===== config.mk =====
export PLATFORM = sky130hd
export DESIGN_NAME = mem_span_calc
export DESIGN_NICKNAME = d
export VERILOG_FILES = /design/src/rtl/mspan_pkg.sv /design/src/rtl/mspan_cmpswap.sv /design/src/rtl/mspan_accum.sv /design/src/rtl/mem_span_calc.sv
export SDC_FILE = /design/constraint.sdc
export NUM_CORES = 1
export LEC_CHECK = 0
export ABC_AREA = 1
export BUFFER_PORTS_ARGS = -buffer_cell sky130_fd_sc_hd__buf_4
export CAP_MARGIN = 20
export CORE_MARGIN = 4
export CORE_UTILIZATION = 35
export CTS_CLUSTER_DIAMETER = 80
export DETAILED_ROUTE_END_ITERATION = 8
export PLACE_DENSITY = 0.62
export SLEW_MARGIN = 30
export SYNTH_ARGS = -nofsm -noshare
export SYNTH_HDL_FRONTEND = slang
export SYNTH_SLANG_ARGS = --single-unit

===== constraint.sdc =====
create_clock -name clk -period 6.6 [get_ports clk]
set_input_delay 1.32 -clock clk [delete_from_list [all_inputs] [get_ports clk]]
set_output_delay 1.32 -clock clk [all_outputs]
set_load 0.01 [all_outputs]

===== src/rtl/mspan_pkg.sv =====
package mspan_pkg;
    localparam int DESC_W         = 32;
    localparam int NUM_CTRL       = 2;
    localparam int SLOTS_PER_CTRL = 2;
    localparam int NUM_SLOTS      = NUM_CTRL * SLOTS_PER_CTRL;
    localparam int NUM_STAGES     = 5;
    localparam int STAGE_W        = $clog2(NUM_STAGES);
    localparam int SLOT_IDX_W     = $clog2(NUM_SLOTS);
    localparam int CNT_W          = 4;
    localparam int BASE_LSB       = 24;
    localparam int MASK_LSB       = 16;
    localparam int MASK_W         = 8;

    typedef logic [DESC_W-1:0]     desc_t;
    typedef desc_t [NUM_SLOTS-1:0] slot_vec_t;
    typedef logic [SLOT_IDX_W-1:0] slot_idx_t;
    typedef enum logic [1:0] {ST_IDLE, ST_SORT, ST_DONE} state_e;

    localparam desc_t UNUSED_SLOT = '1;
    localparam desc_t BASE_MASK   = desc_t'({DESC_W{1'b1}}) << BASE_LSB;
    localparam desc_t FIELD_MASK  = desc_t'((1 << MASK_W) - 1) << MASK_LSB;

    function automatic desc_t region_base(input desc_t d);
        return d & BASE_MASK;
    endfunction

    function automatic desc_t region_top(input desc_t d);
        return region_base(d) | ~((d & FIELD_MASK) << (BASE_LSB - MASK_LSB));
    endfunction

    function automatic desc_t region_len(input desc_t d);
        return region_top(d) - region_base(d) + desc_t'(1);
    endfunction

    // Compare-exchange pairs per network step, executed in step order.
    function automatic slot_idx_t pair_lo(input logic [STAGE_W-1:0] s);
        case (s)
            3'd0:    return slot_idx_t'(0);
            3'd1:    return slot_idx_t'(1);
            3'd2:    return slot_idx_t'(0);
            3'd3:    return slot_idx_t'(2);
            default: return slot_idx_t'(1);
        endcase
    endfunction

    function automatic slot_idx_t pair_hi(input logic [STAGE_W-1:0] s);
        case (s)
            3'd0:    return slot_idx_t'(2);
            3'd1:    return slot_idx_t'(3);
            3'd2:    return slot_idx_t'(1);
            3'd3:    return slot_idx_t'(3);
            default: return slot_idx_t'(2);
        endcase
    endfunction
endpackage


===== src/rtl/mspan_cmpswap.sv =====
module mspan_cmpswap
    import mspan_pkg::*;
(
    input  slot_vec_t            slots_in,
    input  logic [STAGE_W-1:0]   stage,
    output slot_vec_t            slots_out
);
    slot_idx_t lo_idx;
    slot_idx_t hi_idx;

    always_comb begin
        lo_idx    = pair_lo(stage);
        hi_idx    = pair_hi(stage);
        slots_out = slots_in;
        if (slots_in[hi_idx] < slots_in[lo_idx]) begin
            slots_out[lo_idx] = slots_in[hi_idx];
            slots_out[hi_idx] = slots_in[lo_idx];
        end
    end
endmodule


===== src/rtl/mspan_accum.sv =====
module mspan_accum
    import mspan_pkg::*;
(
    input  slot_vec_t slots,
    output desc_t     total
);
    desc_t base_w [NUM_SLOTS];
    desc_t top_w  [NUM_SLOTS];
    desc_t len_w  [NUM_SLOTS];
    desc_t part_w [NUM_SLOTS];
    logic  link_w [NUM_SLOTS];

    for (genvar i = 0; i < NUM_SLOTS; i++) begin : g_region
        assign base_w[i] = region_base(slots[i]);
        assign top_w[i]  = region_top(slots[i]);
        assign len_w[i]  = region_len(slots[i]);
        if (i == 0) begin : g_first
            assign link_w[i] = 1'b1;
            assign part_w[i] = len_w[i];
        end else begin : g_next
            assign link_w[i] = link_w[i-1] && (base_w[i] == top_w[i-1] + desc_t'(1));
            assign part_w[i] = part_w[i-1] + (link_w[i] ? len_w[i] : desc_t'(0));
        end
    end

    assign total = (slots[0] == UNUSED_SLOT) ? desc_t'(0) : part_w[NUM_SLOTS-1];
endmodule


===== src/rtl/mem_span_calc.sv =====
module mem_span_calc
    import mspan_pkg::*;
(
    input  logic              clk,
    input  logic              rst_n,
    input  logic              start,
    input  logic              ctl0_en,
    input  logic [CNT_W-1:0]  ctl0_extra,
    input  logic              ctl1_en,
    input  logic [CNT_W-1:0]  ctl1_extra,
    input  logic [DESC_W-1:0] desc0,
    input  logic [DESC_W-1:0] desc1,
    input  logic [DESC_W-1:0] desc2,
    input  logic [DESC_W-1:0] desc3,
    output logic [DESC_W-1:0] span_len,
    output logic              span_valid
);
    typedef struct packed {
        state_e               state;
        logic [STAGE_W-1:0]   stage;
        slot_vec_t            slots;
        desc_t                len;
        logic                 valid;
    } regs_t;

    regs_t q, d;

    desc_t              desc_in [NUM_SLOTS];
    logic               ctl_en  [NUM_CTRL];
    logic [CNT_W-1:0]   ctl_cnt [NUM_CTRL];
    slot_vec_t          loaded;
    slot_vec_t          swapped;
    slot_vec_t          cur_slots;
    desc_t              total;
    logic               in_idle;
    logic               in_done;

    assign desc_in[0] = desc0;
    assign desc_in[1] = desc1;
    assign desc_in[2] = desc2;
    assign desc_in[3] = desc3;
    assign ctl_en[0]  = ctl0_en;
    assign ctl_en[1]  = ctl1_en;
    assign ctl_cnt[0] = ctl0_extra;
    assign ctl_cnt[1] = ctl1_extra;

    for (genvar c = 0; c < NUM_CTRL; c++) begin : g_ctrl
        localparam int FIRST = c * SLOTS_PER_CTRL;
        assign loaded[FIRST]   = ctl_en[c] ? desc_in[FIRST] : UNUSED_SLOT;
        assign loaded[FIRST+1] = (ctl_en[c] && (ctl_cnt[c] != '0))
                                 ? desc_in[FIRST+1] : UNUSED_SLOT;
    end

    assign cur_slots = q.slots;
    assign in_idle   = (q.state == ST_IDLE);
    assign in_done   = (q.state == ST_DONE);

    mspan_cmpswap u_cmpswap (
        .slots_in  (cur_slots),
        .stage     (q.stage),
        .slots_out (swapped)
    );

    mspan_accum u_accum (
        .slots (cur_slots),
        .total (total)
    );

    always_comb begin
        d       = q;
        d.valid = 1'b0;
        case (q.state)
            ST_IDLE: begin
                if (start && in_idle) begin
                    d.slots = loaded;
                    d.stage = '0;
                    d.state = ST_SORT;
                end
            end
            ST_SORT: begin
                d.slots = swapped;
                if (q.stage == STAGE_W'(NUM_STAGES - 1)) begin
                    d.state = ST_DONE;
                end else begin
                    d.stage = q.stage + STAGE_W'(1);
                end
            end
            ST_DONE: begin
                if (in_done) begin
                    d.len   = total;
                    d.valid = 1'b1;
                    d.state = ST_IDLE;
                end
            end
            default: d.state = ST_IDLE;
        endcase
    end

    always_ff @(posedge clk or negedge rst_n) begin
        if (!rst_n) begin
            q.state <= ST_IDLE;
            q.stage <= '0;
            q.slots <= {NUM_SLOTS{UNUSED_SLOT}};
            q.len   <= '0;
            q.valid <= 1'b0;
        end else begin
            q <= d;
        end
    end

    assign span_len   = q.len;
    assign span_valid = q.valid;
endmodule


### After elaboration in Yosys (flattened, before gate mapping)

Index checks and enable logic that the tools add are counted.
Widths: inputs -> output; s select.

* add/sub/neg operators: 15
* $lt $le $gt $ge: 5
* equal/unequal tests: 14
* mux-type cells: 27
* bitwise logic cells: 8
* reduce and logical (&&, ||, !) cells: 17

Operators by type and width (count)
* $mux 32: 12
* $pmux 131 s2: 1
* $bwmux 128: 2
* $add 32x1->32 const B: 7
* $mux 133: 1
* $bmux 32 s2: 2
* $demux 32 s2: 2
* $mux 128: 1
* $not 32->32: 4
* $or 32x32->32: 4
* $sub 32x32->32: 4
* $add 32x32->32: 3
* $eq 32x32->1: 3
* $eq 32x32->1 const B: 1
* $lt 32x32->1: 1
* $pmux 2 s2: 3
* $reduce_bool 4->1: 2
* $logic_and 1x1->1: 7
* $eq 3x2->1 const B: 2
* $lt 2x3->1 const B: 2
* $reduce_and 3->1: 2
* $ge 2x1->1 const B: 2
* $ne 2x1->1 const B: 2
* $ne 2x2->1 const B: 2
* other kinds (13): 14

* register bits: 166
* bits of input ports: 141
* output and inout bits: 33
* logic and storage cells: 94

### Longest topological paths before layout

Gate-level depths: netlist of run 1.

* depth in word-level cells: 11
* gate-level depth with buffers: 38
* mapped depth without buffers: 38

### Hierarchy

Synthesis of run 1 repeated with hierarchy kept, for this count alone.

* cell total of the unflattened synthesis: 2981
* area, all modules: 17912.2 um2

By module, submodules not included
* mem_span_calc: times used 1, cells each 1248, area each 8834.7 um2, sequential area each 4314.1 um2
* mspan_cmpswap: times used 1, cells each 1119, area each 5501.5 um2, sequential area each 0.0 um2
* mspan_accum: times used 1, cells each 614, area each 3575.9 um2, sequential area each 0.0 um2

### Worst setup path after synthesis of run 1

Ideal clock, no wire load.

* path kind: flip-flop to flip-flop
* start: register, netlist name cur_slots[24]
* end: register q (netlist bit span_len[31])
* library setup time: 0.118 ns
* data arrival time: 5.160 ns
* data required time: 6.482 ns
* setup slack: 1.322 ns
* stages on the path, launching flop included: 39
* path buffers: 0
* period minus slack after synthesis: 5.278 ns
* cells stage by stage: dfstp_2 > inv_1 > nand2_1 > ha_1 > inv_1 > nand3_1 > nand2_1 > nand2_1 > nand2_1 > nor2_1 > nand2_1 > nor2_2 > nand4_4 > nor2_2 > inv_1 > nor3b_1 > fa_1 > fa_1 > (+3 left out) > ha_1 > nand2_1 > nor3_1 > nand2_1 > nand3_1 > nand2_1 > nand2_1 > nand2_1 > nand2_1 > inv_1 > nand3_1 > nand2_1 > nand2_1 > inv_1 > nor2_1 > nand2_1 > nand3_1 > nand2_1

* cells in the longest elaborated chain, start to end: 8
* elaborated cells between the ends (all ways): 15
* those cells by class: add/sub (6); eq/ne (2); mux (4); bitwise (1); reduce/logical (2)

RTL lines
* branches (longest 7 deep; another with $sub 32x32->32)
* $mux 32 (*): line mspan_accum.sv:26 `assign total = (slots[0] == UNUSED_SLOT) ? desc_t'(0) : part_w[NUM_SLOTS-1];`
* end, declared: line mem_span_calc.sv:26 `regs_t q, d;`

Every way passes the cells marked *.
A chain may end at the register's enable or synchronous reset.

### Worst setup path after layout of run 1

* start: register, netlist name cur_slots[56]
* end: register q (netlist bit span_len[31])

* cells in the longest elaborated chain, start to end: 8
* elaborated cells between the ends (all ways): 15
* those cells by class: add/sub (6); eq/ne (2); mux (4); bitwise (1); reduce/logical (2)

RTL lines
* $or 32x32->32: line mspan_pkg.sv:28 `return region_base(d) | ~((d & FIELD_MASK) << (BASE_LSB - MASK_LSB));`
* $sub 32x32->32 / $add 32x1->32 (equally long branches): line mspan_pkg.sv:32, mspan_accum.sv:21
* $add 32x1->32 / $eq 32x32->1 (equally long branches): line mspan_pkg.sv:32, mspan_accum.sv:21
* $mux 32 / $logic_and 1x1->1 (equally long branches): line mspan_accum.sv:22, mspan_accum.sv:21
* $add 32x32->32, or another cell as far along: line mspan_accum.sv:22 `assign part_w[i] = part_w[i-1] + (link_w[i] ? len_w[i] : desc_t'(0));`
* $add 32x32->32 / $mux 32 (equally long branches): line mspan_accum.sv:22
* $add 32x32->32 (*): line mspan_accum.sv:22
* $mux 32 (*): line mspan_accum.sv:26

Every way passes the cells marked *; elsewhere a longest branch is shown, timed or not.

==> results.yml, run 1 <==
global_routing:
  grt_pass1_vias: 15000
  antenna_found_initial: 0
  overflow: 0
  track_usage: 0.2626
  grt_max_degree: 122
  grt_first_pass_wirelength_mm: 89.27
cts:
  cts.sinks: 142
  cts.clk_slew.worst_paths_ns: 0.07
  htree_levels: 4
  cts_tree: "built"
  insertion_delay_ns: 0.45
  cts_hold_buf: 0
  cts_buffers: 17
  cts_buffer_depth: 2
  cts_root_buffer: "clkbuf_16"
critical_path:
  rr_startpoint: "cur_slots[56]"
  worst-r2r-cell-count: 35
  r2r-end: "span_len[31]"
  cp.required_ns: 6.95
  crit_fanout: 6
  worst_path_largest_cell_delay_ns: 0.56
  cpMostUsedCell: "nand2_1"
  start_kind: "register"
  cp_slowest_cell: "dfstp_2"
  regToRegSetupSlack_ns: 0.80
  crit_arrival_ns: 6.15
  crit_path_end_kind: "register"
  criticalPathCategory: "reg -> reg"
yosys:
  ys_top_cells_by_area: "dfstp_2, nand2_1, nand3_1"
  yosysWarnings: 0
  synth_area_per_cell_um2: 6.465
  ys_seq_area_frac: 0.2624
  synth_cells: 2189
  synth_flop_cell: "dfstp_2"
  synth_top_area_frac: 0.2376
  ys_ff_latch: 142
  syn_area_mm2: 0.01415
  yosysUniqueCellTypes: 53
  synth_edf_count: 0
  ys_async_sr_fraction: 1.000
  synth_area_leader_cell: "dfstp_2"
route:
  remaining_drc_errors: 0
  antenna_left: 0
  dr.pass1.iters: 8
  wire_per_inst_um: 21.23
  dr.first_iter.drc_count: 1351
  viasPerCell: 5.527
  vias: 15440
  wl_mm: 59.29
floorplan:
  dieArea_mm2: 0.04372
  start_util: 0.3554
  num_io_pins: 174
  rows: 73
  fp.dieW_um: 209.1
  die_y_um: 209.1
  coreArea_mm2: 0.03982
place:
  pre_cts_ws_ns: 0.7408
  hpwl_mm: 42.91
  gp_congestion: 0.9626
  io_buffers: 149
finish:
  drive_gt1_frac: 0.1627
  fin_util: 0.4025
  n_antenna_cell: 0
  areaGrowthSynthToFinish_pct: 13.26
  final_nets: 2495
  final_common_cell: "nand2_1"
  fillers: 4357
  final_cell_mix: "nand2_1, nand3_1, inv_1"
worst_hold_path:
  whs_path_depth: 2
  worstHoldEndpoint: "cur_slots[102]"
  min-delay-start: "cur_slots[102]"
  hold_class: "reg -> reg"
timing:
  maxSlewHeadroom: 0.3186
  post-route-min-period_ns: 5.798
  setup_slack_ns: 0.8019
  worst_pin_slew_ns: 1.022
  min_period_over_period: 0.8785
  rsz0062_at_grt: "false"
  hold_slack_ns: 0.4647
  setup_viol: 0
  drv_slew: 0
  hold_viol: 0
  fin_worst_skew_ns: 0.01791
  fmax_mhz: 172.5
  fin_tns_setup_ns: 0
status:
  status: "finished clean"
flow_run:
  cap_violations: 0
==> cell families (layout without fill, tap and decap cells) <==
kind of cell	Yosys count	count (layout)	share of synthesized area
adder cells (fa/ha/maj)	97	97	0.09743
other	2	30	0.0005307
AND/OR/NAND/NOR	1166	1166	0.3492
XOR/XNOR	34	34	0.02299
AO/OA/AOI/OAI	393	393	0.1562
flip-flops	142	142	0.2624
buffers and inverters	355	406	0.1112
==> metal layers <==
metal,up-vias,global-route usage,part of all wire
li1,7328,-,-
met1,7281,0.3265,0.40
met2,671,0.4378,0.47
met3,156,0.03723,0.064
met4,0,0.1476,0.065
met5,-,0,0
==> worst max-delay path: cells and delay by family (launching register included) <==
family / cells / cell delay, ns
AND/OR/NAND/NOR: 23 / 2.42
adder cells (fa/ha/maj): 5 / 2.12
flip-flops: 1 / 0.56
buffers and inverters: 6 / 0.44
XOR/XNOR: 1 / 0.14
==> synthesized netlist by cell type (2+ instances only) <==
master    number
nand2_1      669
nand3_1      245
inv_1        188
o21ai_0      141
nor2_1       134
dfstp_2      128
a21oi_1      127
ha_1          75
clkbuf_1      64
nor3_1        61
o22ai_1       59
buf_4         40
buf_2         29
nand4_1       27
fa_1          22
buf_1         19
o211ai_1      19
xor2_1        19
o21a_1        15
dfrtp_1       14
xnor2_1       13
o21bai_1       8
buf_6          7
nand2_2        7
or2_2          7
a22oi_1        4
a31oi_1        4
clkinv_1       4
inv_2          3
nand3b_1       3
o21ai_1        3
a211oi_1       2
a22o_1         2
a32o_1         2
conb_1         2
nand3_2        2
nor2_2         2
nor4_1         2
o41ai_1        2
xnor3_1        2
==> cell type report <==
cell class              instances  area (µm²)  area share
clock inverters                10       91.34    0.005698
clock buffers                  20       446.7     0.02787
multi-input cells            1720        9014      0.5623
inverters                     196       739.5     0.04613
well taps                     525       656.9     0.04098
repair buffers                180        1368     0.08532
flip-flops and latches        142        3714      0.2317
==> stage by stage <==
step,area [µm²],cells
2_1_floorplan,14260,2217
3_3_place_gp,15480,2763
3_5_place_dp,15490,2763
4_1_cts,16020,2793
5_1_grt,16030,2793
6_report,16030,2793
==> registers in the layout (all words and copies together), names as in the netlist <==
name / flops
cur_slots: 128
span_len: 8
q: 5
span_valid: 1
==> worst max-delay path by stage <==
stage | startpoint | endpoint
6_report | cur_slots[56] | span_len[31]
3_5_place_dp | cur_slots[24] | span_len[31]
4_1_cts | cur_slots[16] | span_len[31]
2_1_floorplan | cur_slots[24] | span_len[31]
5_1_grt | cur_slots[24] | span_len[31]
3_3_place_gp | cur_slots[24] | span_len[31]
==> what timing repair did <==
item / in CTS / in global routing
setup buffers: 0 / 0
setup endpoints to repair: 0 / 1
gates resized for setup: 0 / 1
Power of run 1 is not shown: default switching activity piles up to over one toggle a cycle in this logic, so the estimate is an artifact.
==> run 2: changes to the inputs <==
--- a/config.mk
+++ b/config.mk
@@ -9,10 +9,10 @@
 export BUFFER_PORTS_ARGS = -buffer_cell sky130_fd_sc_hd__buf_4
 export CAP_MARGIN = 20
 export CORE_MARGIN = 4
-export CORE_UTILIZATION = 35
+export CORE_UTILIZATION = 55
 export CTS_CLUSTER_DIAMETER = 80
 export DETAILED_ROUTE_END_ITERATION = 8
-export PLACE_DENSITY = 0.62
+export PLACE_DENSITY = 0.85
 export SLEW_MARGIN = 30
 export SYNTH_ARGS = -nofsm -noshare
 export SYNTH_HDL_FRONTEND = slang
==> constraint.sdc (replaced) <==
create_clock -name clk -period 6.6 [get_ports clk]
set_input_delay 1.32 -clock clk [delete_from_list [all_inputs] [get_ports clk]]
set_output_delay 1.32 -clock clk [all_outputs]
set_load 0.02 [all_outputs]
==> run 2 against run 1 <==
Against the previous run: utilization increased by 23 points; global-route usage grew 11 points; critical path depth up 3; routed wire length decreased by 8.0%; worst hold slack better by 0.0031 ns; critical path type unchanged.
==> results.yml, run 2 (same netlist as run 1, synthesis figures left out) <==
worst_hold_path:
  hold_class: "reg -> reg"
status:
  status: "finished clean"
finish:
  fillers: 2350
  final_nets: 2496
  largest_reg_flops: 128
  final_common_cell: "nand2_1"
  n_antenna_cell: 0
  drive_gt1_frac: 0.1638
  fin_cells: 2601
  stdcell_area_mm2: 0.01587
  final_cell_mix: "nand2_1, nand3_1, inv_1"
  areaGrowthSynthToFinish_pct: 12.11
critical_path:
  cp.required_ns: 6.93
  crit_fanout: 8
  worst_path_largest_cell_delay_ns: 0.58
  crit_path_end_kind: "register"
  cp_slowest_cell: "dfstp_2"
  cpMostUsedCell: "nand2_1"
  criticalPathCategory: "reg -> reg"
  crit_arrival_ns: 6.27
  start_kind: "register"
cts:
  cts_buffer_depth: 2
  postCtsSetupRepairBufs: 0
  cts_hold_buf: 0
  insertion_delay_ns: 0.44
  cts.clk_slew.worst_paths_ns: 0.08
  cts_root_buffer: "clkbuf_16"
  cts_buffers: 17
  htree_levels: 4
  cts_tree: "built"
  cts.sinks: 142
  cts_resized: 0
global_routing:
  antenna_found_initial: 0
  grt_max_degree: 99
  overflow: 0
  grt_pass1_vias: 15210
  track_usage: 0.3746
  grt_first_pass_wirelength_mm: 83.99
timing:
  post-route-min-period_ns: 5.932
  fmax_mhz: 168.6
  rsz0062_at_grt: "false"
  setup_viol: 0
  fin_worst_skew_ns: 0.01713
  hold_viol: 0
  min_period_over_period: 0.8987
  fin_tns_setup_ns: 0
  maxSlewHeadroom: 0.3800
  setup_slack_ns: 0.6685
  worst_pin_slew_ns: 0.9290
  drv_slew: 0
route:
  viasPerCell: 6.142
  remaining_drc_errors: 0
  wire_per_inst_um: 20.98
  wl_met3_mm: 5.128
  routed.top_layer: "met4"
  vias: 15980
  antenna_left: 0
  dr.pass1.iters: 6
  met1_length_mm: 20.11
  wl_mm: 54.56
  dr.first_iter.drc_count: 1905
  wl_met2_mm: 25.13
place:
  io_buffers: 149
  dp_cells: 2569
  pre_cts_ws_ns: 0.6844
  hpwl_mm: 39.14
  gp_congestion: 1.009
  place_area_mm2: 0.01528
floorplan:
  num_io_pins: 174
  dieArea_mm2: 0.02836
  die_y_um: 168.4
  rows: 58
  coreArea_mm2: 0.02525
  start_util: 0.5604
  fp.dieW_um: 168.4
flow_run:
  cap_violations: 0
-- run 2: cell types whose count changed in the layout (fill, tap and decap cells not counted), moves of 2 or more --
cell | previous run | this run
clkinv_2 | 5 | 1
inv_6 | 1 | 4
inv_8 | 0 | 6
clkinvlp_4 | 2 | 0
buf_12 | 1 | 3
clkbuf_1 | 2 | 0
-- run 2: final timing paths --
check,start,endpoint,slack [ns],cells after the start
min reg2reg,cur_slots[97],cur_slots[97],0.47,2
max in group asynchronous,rst_n,cur_slots[61],4.44,2
max,cur_slots[24],span_len[31],0.67,38
min,cur_slots[97],cur_slots[97],0.47,2
min in group asynchronous,rst_n,span_len[31],0.92,1
max reg2reg,cur_slots[24],span_len[31],0.67,38
-- run 2: routing by layer --
layer,vias to the layer above,global-route usage
met5,-,0
met4,0,0.2438
met3,252,0.05072
met2,1029,0.6071
met1,7363,0.4689
li1,7331,-
-- run 2: worst max-delay path, delay by kind of cell, from the launching register on --
kind	cells	cell delay [ns]
flops	1	0.58
buf+inv	7	0.45
simple gates	26	2.66
fa+ha+maj	5	2.15
-- run 2: final cells by class --
class	instances	area, µm²	area share
clock buffer	18	439.2	0.02768
tap	330	412.9	0.02602
sequential	142	3714	0.2341
inverter	196	739.5	0.04661
timing repair buffer	181	1403	0.08840
clock inverter	14	145.1	0.009148
multi-input combinational	1720	9014	0.5681
-- run 2: metrics by stage --
step | hold WS [ns] | util
floorplan | 0.4396 | -
global placement | 0.4522 | 0.6049
detailed placement | 0.4549 | 0.6050
CTS | 0.4668 | 0.6282
global route | 0.4786 | 0.6283
finish | 0.4678 | 0.6283
Power of run 2 is left out for the same reason.
